===== config.mk =====
export PLATFORM = sky130hd
export DESIGN_NAME = otp_prog_seq
export DESIGN_NICKNAME = d
export VERILOG_FILES = /design/src/rtl/otp_seq_pkg.sv /design/src/rtl/otp_us_timer.sv /design/src/rtl/otp_serial_phy.sv /design/src/rtl/otp_prog_seq.sv
export SDC_FILE = /design/constraint.sdc
export NUM_CORES = 1
export LEC_CHECK = 0
export CORE_ASPECT_RATIO = 0.6
export CORE_MARGIN = 2
export CORE_UTILIZATION = 57
export DETAILED_ROUTE_END_ITERATION = 10
export GPL_TIMING_DRIVEN = 0
export PLACE_DENSITY = 0.81
export SYNTH_ARGS = -nofsm -noshare
export SYNTH_HDL_FRONTEND = slang
export SYNTH_SLANG_ARGS = --single-unit

===== constraint.sdc =====
create_clock -name clk -period 3.9 [get_ports clk]
set_clock_uncertainty 0.15 [all_clocks]
set_input_delay 0.975 -clock clk [delete_from_list [all_inputs] [get_ports clk]]
set_output_delay 0.975 -clock clk [all_outputs]
set_load 0.05 [all_outputs]

===== src/rtl/otp_seq_pkg.sv =====
package otp_seq_pkg;

  typedef enum logic [1:0] {
    PH_TX   = 2'd0,
    PH_SLOW = 2'd1,
    PH_RX   = 2'd2
  } phy_mode_t;

  typedef enum logic [3:0] {
    S_IDLE   = 4'd0,
    S_VPP    = 4'd1,
    S_VDD    = 4'd2,
    S_HDR    = 4'd3,
    S_WR     = 4'd4,
    S_SLOW   = 4'd5,
    S_RX     = 4'd6,
    S_HOLD   = 4'd7,
    S_VDDOFF = 4'd8
  } seq_state_t;

  localparam logic [7:0] PRE_BYTE = 8'hA5;

  function automatic logic cmd_is_write(input logic [7:0] c);
    return (c == 8'h70) || (c == 8'h71);
  endfunction

  function automatic logic cmd_is_read(input logic [7:0] c);
    return (c == 8'h60) || (c == 8'h61);
  endfunction

endpackage


===== src/rtl/otp_us_timer.sv =====
module otp_us_timer #(
  parameter int TW = 16
) (
  input  logic          clk,
  input  logic          rst_n,
  input  logic          load_i,
  input  logic [TW-1:0] val_i,
  output logic          exp_o
);
  logic [TW-1:0] cnt;
  logic          run;

  assign exp_o = run && (cnt == '0);

  always_ff @(posedge clk or negedge rst_n) begin
    if (!rst_n) begin
      cnt <= '0;
      run <= 1'b0;
    end else if (load_i) begin
      cnt <= val_i - 1'b1;
      run <= 1'b1;
    end else if (exp_o) begin
      run <= 1'b0;
    end else if (run) begin
      cnt <= cnt - 1'b1;
    end
  end

  a_r2_expiry_single: assert property (@(posedge clk) disable iff (!rst_n)
    (exp_o && !load_i) |=> !exp_o);

endmodule


===== src/rtl/otp_serial_phy.sv =====
module otp_serial_phy
  import otp_seq_pkg::*;
#(
  parameter int W        = 113,
  parameter int CW       = 8,
  parameter int HALF_W   = 16,
  parameter int RESP_MAX = 64
) (
  input  logic                clk,
  input  logic                rst_n,
  input  logic                start_i,
  input  phy_mode_t           mode_i,
  input  logic [CW-1:0]       nbits_i,
  input  logic [HALF_W-1:0]   half_i,
  input  logic [W-1:0]        vec_i,
  input  logic                dat_i,
  output logic                done_o,
  output logic                pclk_o,
  output logic                dat_o,
  output logic                dat_oe_o,
  output logic [RESP_MAX-1:0] rx_o
);
  logic                active, turn, hi;
  logic [HALF_W-1:0]   hcnt, hreload;
  logic [CW-1:0]       left;
  logic [W-1:0]        sh;
  logic [RESP_MAX-1:0] rx;
  phy_mode_t           mode_q;
  logic                tick;

  assign tick     = active && (hcnt == '0);
  assign done_o   = tick && !turn && hi && (left == CW'(1));
  assign pclk_o   = hi;
  assign dat_oe_o = active && (mode_q != PH_RX);
  assign dat_o    = active && (mode_q == PH_TX) && sh[W-1];
  assign rx_o     = rx;

  always_ff @(posedge clk or negedge rst_n) begin
    if (!rst_n) begin
      active  <= 1'b0;
      turn    <= 1'b0;
      hi      <= 1'b0;
      hcnt    <= '0;
      hreload <= '0;
      left    <= '0;
      sh      <= '0;
      rx      <= '0;
      mode_q  <= PH_TX;
    end else begin
      if (active) begin
        if (hcnt != '0) begin
          hcnt <= hcnt - 1'b1;
        end else begin
          hcnt <= hreload;
          if (turn) begin
            turn <= 1'b0;
            hi   <= 1'b1;
          end else if (!hi) begin
            hi <= 1'b1;
          end else begin
            hi   <= 1'b0;
            sh   <= {sh[W-2:0], 1'b0};
            left <= left - 1'b1;
            if (mode_q == PH_RX) rx <= {rx[RESP_MAX-2:0], dat_i};
            if (left == CW'(1)) active <= 1'b0;
          end
        end
      end
      if (start_i) begin
        active  <= 1'b1;
        mode_q  <= mode_i;
        turn    <= (mode_i == PH_RX);
        hi      <= 1'b0;
        hcnt    <= half_i - 1'b1;
        hreload <= half_i - 1'b1;
        left    <= nbits_i;
        sh      <= vec_i;
        if (mode_i == PH_RX) rx <= '0;
      end
    end
  end

  // line contents frozen while the clock is high
  a_r4_stable_while_high: assert property (@(posedge clk) disable iff (!rst_n)
    (pclk_o && $past(pclk_o)) |-> ($stable(dat_o) && $stable(dat_oe_o)));

  // a capture clock rises only after the line was already released
  a_r7_released_first: assert property (@(posedge clk) disable iff (!rst_n)
    ($rose(pclk_o) && !dat_oe_o) |-> $past(!dat_oe_o));

  a_r5_clock_needs_active: assert property (@(posedge clk) disable iff (!rst_n)
    pclk_o |-> active);

endmodule


===== src/rtl/otp_prog_seq.sv =====
module otp_prog_seq
  import otp_seq_pkg::*;
#(
  parameter int               TICKS_PER_US = 24,
  parameter int               WORDS        = 4,
  parameter int               WORD_W       = 14,
  parameter int               ADDR_W       = 13,
  parameter int               PRE_GROUPS   = 3,
  parameter int               TRAIL_W      = 12,
  parameter logic [TRAIL_W-1:0] TRAIL      = 12'hAA1,
  parameter int               SLOW_PULSES  = 8,
  parameter int               RESP_MAX     = 64,
  parameter int               HALF_W       = 16,
  localparam int              LEN_W        = $clog2(RESP_MAX + 1)
) (
  input  logic                     clk,
  input  logic                     rst_n,
  input  logic                     req_valid,
  output logic                     req_ready,
  input  logic [7:0]               req_cmd,
  input  logic [WORDS*WORD_W-1:0]  req_words,
  input  logic [ADDR_W-1:0]        req_addr,
  input  logic [LEN_W-1:0]         req_resp_len,
  input  logic [HALF_W-1:0]        half_cyc,
  input  logic [HALF_W-1:0]        slow_half_cyc,
  output logic                     busy,
  output logic                     done,
  output logic [RESP_MAX-1:0]      resp_data,
  output logic                     vpp_en,
  output logic                     vdd_en,
  output logic                     pclk,
  output logic                     dat_o,
  output logic                     dat_oe,
  input  logic                     dat_i
);
  localparam int HDR_W     = 8 * PRE_GROUPS + 8 + TRAIL_W;
  localparam int PAY_W     = WORDS * WORD_W + ADDR_W;
  localparam int FRAME_W   = HDR_W + PAY_W;
  localparam int CW        = $clog2(FRAME_W + RESP_MAX + SLOW_PULSES + 1);
  localparam int D_VPP_VDD = 100 * TICKS_PER_US;
  localparam int D_VDD_CLK = 500 * TICKS_PER_US;
  localparam int D_END_VDD = 100 * TICKS_PER_US;
  localparam int D_VDD_VPP = 250 * TICKS_PER_US;
  localparam int TW        = $clog2(D_VDD_CLK + 1);

  seq_state_t          state, nxt;
  logic [7:0]          cmd_q;
  logic [PAY_W-1:0]    pay_w, pay_q;
  logic [LEN_W-1:0]    len_q;
  logic [HALF_W-1:0]   half_q, slow_q;
  logic                vpp_q, vdd_q, done_q;
  logic [HDR_W-1:0]    hdr;

  logic                phy_start, phy_done;
  phy_mode_t           phy_mode;
  logic [CW-1:0]       phy_n;
  logic [HALF_W-1:0]   phy_half;
  logic [FRAME_W-1:0]  phy_vec;
  logic                tmr_load, tmr_exp;
  logic [TW-1:0]       tmr_val;
  logic                accept;

  // payload: word 0 first, each MSB first, address last
  for (genvar i = 0; i < WORDS; i++) begin : g_pack
    assign pay_w[PAY_W-1-i*WORD_W -: WORD_W] = req_words[i*WORD_W +: WORD_W];
  end
  assign pay_w[ADDR_W-1:0] = req_addr;

  assign hdr       = {{PRE_GROUPS{PRE_BYTE}}, cmd_q, TRAIL};
  assign accept    = (state == S_IDLE) && req_valid;
  assign req_ready = (state == S_IDLE);
  assign busy      = (state != S_IDLE);
  assign done      = done_q;
  assign vpp_en    = vpp_q;
  assign vdd_en    = vdd_q;

  always_comb begin
    nxt       = state;
    phy_start = 1'b0;
    phy_mode  = PH_TX;
    phy_n     = '0;
    phy_half  = half_q;
    phy_vec   = '0;
    tmr_load  = 1'b0;
    tmr_val   = '0;
    unique case (state)
      S_IDLE: if (req_valid) begin
        tmr_load = 1'b1; tmr_val = TW'(D_VPP_VDD); nxt = S_VPP;
      end
      S_VPP: if (tmr_exp) begin
        tmr_load = 1'b1; tmr_val = TW'(D_VDD_CLK); nxt = S_VDD;
      end
      S_VDD: if (tmr_exp) begin
        phy_start = 1'b1;
        if (cmd_is_write(cmd_q)) begin
          phy_n = CW'(FRAME_W); phy_vec = {hdr, pay_q}; nxt = S_WR;
        end else begin
          phy_n = CW'(HDR_W); phy_vec = {hdr, {PAY_W{1'b0}}}; nxt = S_HDR;
        end
      end
      S_HDR: if (phy_done) begin
        if (cmd_is_read(cmd_q) && (len_q != '0)) begin
          phy_start = 1'b1; phy_mode = PH_RX; phy_n = CW'(len_q); nxt = S_RX;
        end else begin
          tmr_load = 1'b1; tmr_val = TW'(D_END_VDD); nxt = S_HOLD;
        end
      end
      S_WR: if (phy_done) begin
        phy_start = 1'b1; phy_mode = PH_SLOW; phy_n = CW'(SLOW_PULSES);
        phy_half = slow_q; nxt = S_SLOW;
      end
      S_SLOW, S_RX: if (phy_done) begin
        tmr_load = 1'b1; tmr_val = TW'(D_END_VDD); nxt = S_HOLD;
      end
      S_HOLD: if (tmr_exp) begin
        tmr_load = 1'b1; tmr_val = TW'(D_VDD_VPP); nxt = S_VDDOFF;
      end
      S_VDDOFF: if (tmr_exp) nxt = S_IDLE;
      default: nxt = S_IDLE;
    endcase
  end

  always_ff @(posedge clk or negedge rst_n) begin
    if (!rst_n) begin
      state  <= S_IDLE;
      cmd_q  <= '0;
      pay_q  <= '0;
      len_q  <= '0;
      half_q <= HALF_W'(1);
      slow_q <= HALF_W'(1);
      vpp_q  <= 1'b0;
      vdd_q  <= 1'b0;
      done_q <= 1'b0;
    end else begin
      state  <= nxt;
      done_q <= (state == S_VDDOFF) && tmr_exp;
      if (accept) begin
        cmd_q  <= req_cmd;
        pay_q  <= pay_w;
        len_q  <= (req_resp_len > LEN_W'(RESP_MAX)) ? LEN_W'(RESP_MAX) : req_resp_len;
        half_q <= (half_cyc == '0) ? HALF_W'(1) : half_cyc;
        slow_q <= (slow_half_cyc == '0) ? HALF_W'(1) : slow_half_cyc;
        vpp_q  <= 1'b1;
      end
      if ((state == S_VPP) && tmr_exp)    vdd_q <= 1'b1;
      if ((state == S_HOLD) && tmr_exp)   vdd_q <= 1'b0;
      if ((state == S_VDDOFF) && tmr_exp) vpp_q <= 1'b0;
    end
  end

  otp_us_timer #(.TW(TW)) i_timer (
    .clk    (clk),
    .rst_n  (rst_n),
    .load_i (tmr_load),
    .val_i  (tmr_val),
    .exp_o  (tmr_exp)
  );

  otp_serial_phy #(
    .W        (FRAME_W),
    .CW       (CW),
    .HALF_W   (HALF_W),
    .RESP_MAX (RESP_MAX)
  ) i_phy (
    .clk      (clk),
    .rst_n    (rst_n),
    .start_i  (phy_start),
    .mode_i   (phy_mode),
    .nbits_i  (phy_n),
    .half_i   (phy_half),
    .vec_i    (phy_vec),
    .dat_i    (dat_i),
    .done_o   (phy_done),
    .pclk_o   (pclk),
    .dat_o    (dat_o),
    .dat_oe_o (dat_oe),
    .rx_o     (resp_data)
  );

  a_r2_vdd_needs_vpp: assert property (@(posedge clk) disable iff (!rst_n)
    vdd_en |-> vpp_en);

  a_r3_drive_needs_vdd: assert property (@(posedge clk) disable iff (!rst_n)
    dat_oe |-> vdd_en);

  a_r1_ready_means_unpowered: assert property (@(posedge clk) disable iff (!rst_n)
    req_ready |-> (!vpp_en && !dat_oe && !pclk));

  a_r9_vpp_drops_last: assert property (@(posedge clk) disable iff (!rst_n)
    $fell(vpp_en) |-> !vdd_en);

  a_r10_done_single: assert property (@(posedge clk) disable iff (!rst_n)
    done |=> !done);

  a_r10_done_with_vpp_off: assert property (@(posedge clk) disable iff (!rst_n)
    done |-> ($fell(vpp_en) && !busy));

endmodule


# Word level (Yosys, flattened, before mapping)
# Cells that the tools add are included.
# W data, S select, Z words.
# word_totals
register_bits	360
inputBits	120
out_inout_bits	72
wordCells	178
# op_classes
add_sub_neg	5
n_lt_le_gt_ge	1
eq_ne	27
n_mux	88
n_reduce_logical	37
# op_table
cell	count
$mux W113	7
$mux W64	7
$mux W16	7
$pmux W14 S5	1
$mux W69	1
$mux W14	4
$logic_not A16 Y1	3
$mux W12	4
$mux W8	5
$mux W4	9
$mux W7	5
$eq A8 B7 Y1 const B	4
$pmux W4 S8	1
$sub A16 B1 Y16 const B	2
$mux W1	29
$sub A14 B1 Y14 const B	2
$pmux W7 S3	1
$eq A4 B3 Y1 const B	4
$reduce_bool A16 Y1	1
$logic_not A14 Y1	1
$logic_and A1 B1 Y1	13
$mux W13	1
$ne A2 B1 Y1 const B	6
$ne A2 B2 Y1 const B	6
other kinds (23)	34

# Logic depth before layout (Yosys ltp)
# Gate-level depths: netlist of run 1.
# logic_depth
depth_word	10
depth_mapped	15

# Cells and area by module
# A second synthesis of run 1 with hierarchy kept.
# hier_totals
cells_unflattened	1675
hier_area_um2	17879.6
# by_module_without_submodules
module	instances	cells_each	area_per_inst_um2	seq_area_each_um2
otp_serial_phy	1	1067	10801.6	5555.3
otp_prog_seq	1	481	5895.7	3080.5
otp_us_timer	1	127	1182.4	375.4

# Least setup slack after synthesis of run 1
# No wires, ideal clock.
# synth_timing
path_kind	register to register
startpoint	register state[2]
endpoint	register i_timer.cnt[8]
arrival_time_ns	3.472
required_ns	3.624
slack_ns	0.152
path_stages_with_launch	15
synth_period_minus_slack_ns	3.748
path_cell_list	dfrtp_1 -> clkbuf_1 -> nor2_1 -> nand2_1 -> inv_1 -> nand2_1 -> a22o_1 -> and2_1 -> clkbuf_1 -> nand2_1 -> ha_1 -> inv_1 -> o41ai_1 -> nand2_1 -> a221o_1
# synth_via
word_cells_on_any_way	15
classes_between	add/sub (1); eq/ne (6); mux (3); reduce/logical (5)
# synth_lines
element	line_no	rtl
start, declared	otp_prog_seq.sv:46	seq_state_t state, nxt;
start signal, assigned	otp_prog_seq.sv:135	state <= nxt;
$logic_not A4 Y1 (*)	n/a	
named net req_ready	otp_prog_seq.sv:19	output logic req_ready,
$pmux W14 S5 or $pmux W1 S4 (tied branches)	otp_prog_seq.sv:86	unique case (state)
$sub A14 B1 Y14 (tied with other cells)	otp_us_timer.sv:20	cnt <= val_i - 1'b1;
$mux W14 or $reduce_and A2 Y1 (tied branches)	n/a	
end signal, assigned	otp_us_timer.sv:20	
end signal, assigned	otp_us_timer.sv:25	cnt <= cnt - 1'b1;
end, declared	otp_us_timer.sv:10	logic [TW-1:0] cnt;
# The timed path passes the listed nets; every way through them passes the cells marked *.
# A chain may end at the register's enable or synchronous reset.

# Worst setup path after layout of run 1
# layout_timing
startpoint	register state[1]
endpoint	register i_phy.hcnt[12]
# layout_via
elab_chain_len	4
word_cells_on_any_way	8
classes_between	add/sub (1); eq/ne (3); mux (3); reduce/logical (1)
# layout_lines
element	line_no	rtl
$eq A4 B3 Y1	otp_prog_seq.sv:86	
$mux W16	otp_prog_seq.sv:86	
$sub A16 B1 Y16	otp_serial_phy.sv:74	hcnt <= half_i - 1'b1;
$mux W16	otp_serial_phy.sv:69	if (start_i) begin
end signal, assigned	otp_serial_phy.sv:52	hcnt <= hcnt - 1'b1;
end signal, assigned	otp_serial_phy.sv:54	hcnt <= hreload;
end signal, assigned	otp_serial_phy.sv:74	
end, declared	otp_serial_phy.sv:24	logic [HALF_W-1:0] hcnt, hreload;
# Parallel ways exist; a longest one is shown, timed or not.

==> impl_summary.txt, run 1 <==
----------------------------------------------------
[Timing]
  Number of failing setup endpoints in the final timing report ... 0
  Unrepaired setup endpoints after global routing ... yes
  Top achievable clock speed ... 0.258 GHz
  Post-route fraction of the period consumed by the critical path ... 0.995
  Worst slew pin tran ... 980 ps
  Worst Hold Slack ... 290 ps
  Max Transition Viols Final ... 0
  Time the final worst path needs with I/O delays and setup ... 3880 ps
  Final number of hold-violating endpoints ... 0
  Final worst setup slack ... 19.2 ps
  Slew Limit Headroom ... 0.345
  Accumulated negative setup slack ... 0 ps

[Layout]
  Post-route insts no fill ... 2182
  Final cell utilization of the core ... 0.712
  Diode count ... 0
  Proportion of layout cells with a drive suffix above 1 ... 0.144
  Sequential cell area ... 9010 sq um
  Number of nets at the end of the flow ... 1906
  Most frequent cells in the layout ... 358 x sky130_fd_sc_hd__dfrtp_1, 189 x sky130_fd_sc_hd__nand2_1, 188 x sky130_fd_sc_hd__clkdlybuf4s50_1, 154 x sky130_fd_sc_hd__mux2i_1, 132 x sky130_fd_sc_hd__nor2_1
  Multi-input gate area ... 7330 sq um
  Area overhead of the layout relative to synthesis ... 22.7%
  Fill count ... 2048
  Most frequent standard cell in the layout excluding fill and tap cells ... sky130_fd_sc_hd__dfrtp_1

[Place]
  Post-DP HPWL ... 31200 microns
  Total of buffers placed on input and output ports ... 191
  Cell count after placement ... 2118
  Routability cong. ... 0.984
  Worst setup timing slack at the placement stage ... -879 ps

[Synth]
  Synthesized area ... 16700 sq um
  Simple-gate area share of the yosys netlist ... 0.138
  Cell count after synthesis ... 1549
  Share of the synthesized area in compound gates (AO/OA/AOI/OAI) ... 0.104
  Flop and latch count out of synthesis ... 360
  Mux contribution to synthesized area ... 0.167
  Combinational family with the most area after synthesis ... multiplexers
  Count of synthesis-stage warnings from yosys ... 0
  Count of different cell masters after synthesis ... 83
  Sequential share of the synthesized area ... 0.540
  Post-synthesis xor/xnor area fraction ... 0.0179
  Mean cell area of the mapped netlist ... 10.8 sq um
  Ys async rst share ... 1.00
  Area share of fa/ha/maj cells after synthesis ... 0.00450
  Syn_nets ... 1675
  EDFF count, synth ... 0
  Top_reg_cell synth ... sky130_fd_sc_hd__dfrtp_1

[Global route]
  Largest net degree at the start of global routing ... 122
  Total track usage ... 0.289
  Overflow left after global routing ... 0
  Global-route wire length before repair ... 69400 microns
  Number of global-route vias before repair ... 12.8k
  Initial antenna violation count ... 0

[Routing]
  Via density ... 6.04
  Vias after detailed routing ... 13.2k
  Antenna Nets Post-Route ... 0
  DR WL/cell ... 20.1 microns
  DRC violation total after the first TritonRoute iteration ... 1551
  First-pass iteration count of the detailed router ... 5
  Wirelength, routed ... 43900 microns
  Remaining routing DRC violations ... 0

[Setup path]
  R2R cell count ... 11
  Standard cell with the maximum stage delay on the critical path ... sky130_fd_sc_hd__nor3_1
  Startpoint of the most critical register-to-register path ... state[1]$_DFFE_PN0P_
  R2R setup slack ... 20 ps
  CP Max Fanout ... 10
  Startpoint-to-endpoint class of the critical path ... reg -> reg
  Buffers and inverters on the worst path ... 2
  CP Data Arrival Time ... 4130 ps
  Sequence of cells on the critical path ... clkbuf_1, nor3_1, nand3_1, buf_4, mux2i_1, ha_2, nand3_1, nor3_1, xnor2_1, o22ai_2, o21bai_1
  CP peak stage delay ... 630 ps
  Required time of the worst setup path ... 4150 ps
  Sort of element at the end of the critical path ... flop
  R2R Path End ... i_phy.hcnt[12]$_DFFE_PN0P_
  CP Launch Type ... flop
  Family with the most delay on the worst path ... simple AND/OR/NAND/NOR gates

[Floorplan]
  Initial standard-cell utilization of the core ... 0.580
  DIE AREA ... 30700 sq um
  Die W ... 225 microns
  I/O pin count ... 192
  Standard-cell rows ... 48
  Standard cell core area ... 28800 sq um
  Height of the die ... 137 microns

[Power]
  Static leakage power ... 9.40 nW
  Maximum vdd ir drop ... 0.000376 V
  Power density cells ... 364 nW/um^2

[Clocking]
  Clock sink count ... 360
  Worst-path clk slew ... 70 ps
  Total of hold buffers inserted after clock tree synthesis ... 0
  Depth of the CTS H-tree ... 2
  Buffer depth of the longest clock path ... 3
  CTS tree ... built
  CTS Buf Count ... 35
  Clock Tree Root ... sky130_fd_sc_hd__clkbuf_16
  Clock latency on the worst-skew pair ... 540 ps

[Job]
  Max Cap Violations ... 0

[Hold path]
  Hold WC Path Type ... in -> async

[Status]
  Run status ... completed

----------------------------------------------------
## how the worst max path moves through the flow
stage	cells after the start	end	startpoint	slack, ps
finish	11	i_phy.hcnt[12]$_DFFE_PN0P_	state[1]$_DFFE_PN0P_	20
global route	14	i_phy.hcnt[14]$_DFFE_PN0P_	i_phy.hcnt[0]$_DFFE_PN0P_	-10
CTS	4	dat_oe	i_phy.active$_DFF_PN0_	2
detailed placement	13	i_phy.hcnt[14]$_DFFE_PN0P_	i_phy.hcnt[0]$_DFFE_PN0P_	-880
global placement	1	i_phy.rx_o[39]$_DFF_PN0_	rst_n	-13540
floorplan	14	i_timer.cnt[8]$_DFFE_PN0P_	state[2]$_DFFE_PN0P_	150
## cells in the mapped netlist, drive strengths merged (12+ instances only)
cell type / instances / share of area
dfrtp: 358 / 0.54
xor2: 14 / 0.0074
clkbuf: 47 / 0.011
o21ai: 138 / 0.042
o22ai: 21 / 0.0079
nand3: 21 / 0.0066
or4: 12 / 0.0056
inv: 14 / 0.0032
xnor2: 20 / 0.011
nor3: 28 / 0.0087
a21oi: 61 / 0.019
buf: 48 / 0.015
nor4: 30 / 0.015
nand2: 190 / 0.043
mux2i: 155 / 0.093
nor2: 134 / 0.031
mux2: 109 / 0.074
## flip-flops by register name, indices dropped and copies added, names as in the netlist, 2 cells and up
name and count:
i_phy.hcnt 16, i_phy.left 8, pay_q 69, state 4, i_phy.rx_o 64, slow_q 16, len_q 7, i_phy.sh 113
cmd_q 8, i_phy.mode_q 2, half_q 16, i_timer.cnt 14, i_phy.hreload 16
## power breakdown
part           switching [mW]  internal (mW)
registers                   0           3.73
clock network            1.45           2.05
logic                   0.102          0.117
## per-layer routing
layer	vias up	global-route usage	part of all wire
li1	5977	-	-
met1	6531	0.426	0.45
met2	596	0.421	0.43
met3	76	0.0880	0.11
met4	0	0.0640	0.019
met5	-	0	0
## repair_timing
action / 4_1_cts / 5_1_grt
pin swaps: 2 / 3
resized for setup: 13 / 19
gates cloned: 0 / 0
endpoints found under the setup margin: 18 / 16
buffers inserted: 1 / 1
## metrics by stage
stage                     power, mW  area (sq um)
after global placement         4.02         19100
final                          7.45         20500
after CTS                      7.51         20400
after floorplan                3.81         16700
after detailed placement       4.03         19200
after global routing           7.67         20500
## layout make-up
type | count | area share
Sequential cell | 360 | 0.440
Multi-Input combinational cell | 1079 | 0.358
Timing Repair Buffer | 196 | 0.0983
Clock buffer | 48 | 0.0481
Tap cell | 375 | 0.0229
Buffer | 93 | 0.0204
Clock inverter | 16 | 0.00935
Inverter | 15 | 0.00275
## cells by family (layout without fill, tap and decap cells)
kind of cell	after synthesis	after routing
xor gates and xnor gates	34	34
DFF	360	360
buffers and inverters	110	368
and+or+nand+nor	484	484
AOI/OAI and AO/OA	291	291
muxes	264	264
adders and majority gates	6	6
No activity file was read; power rests on OpenSTA's default activity.
==> run 2: changes to the inputs <==
CAP_MARGIN = 0   (was not set)
==> results of run 2 <==
The final DEF is identical to that of run 1; final timing and power are the same.
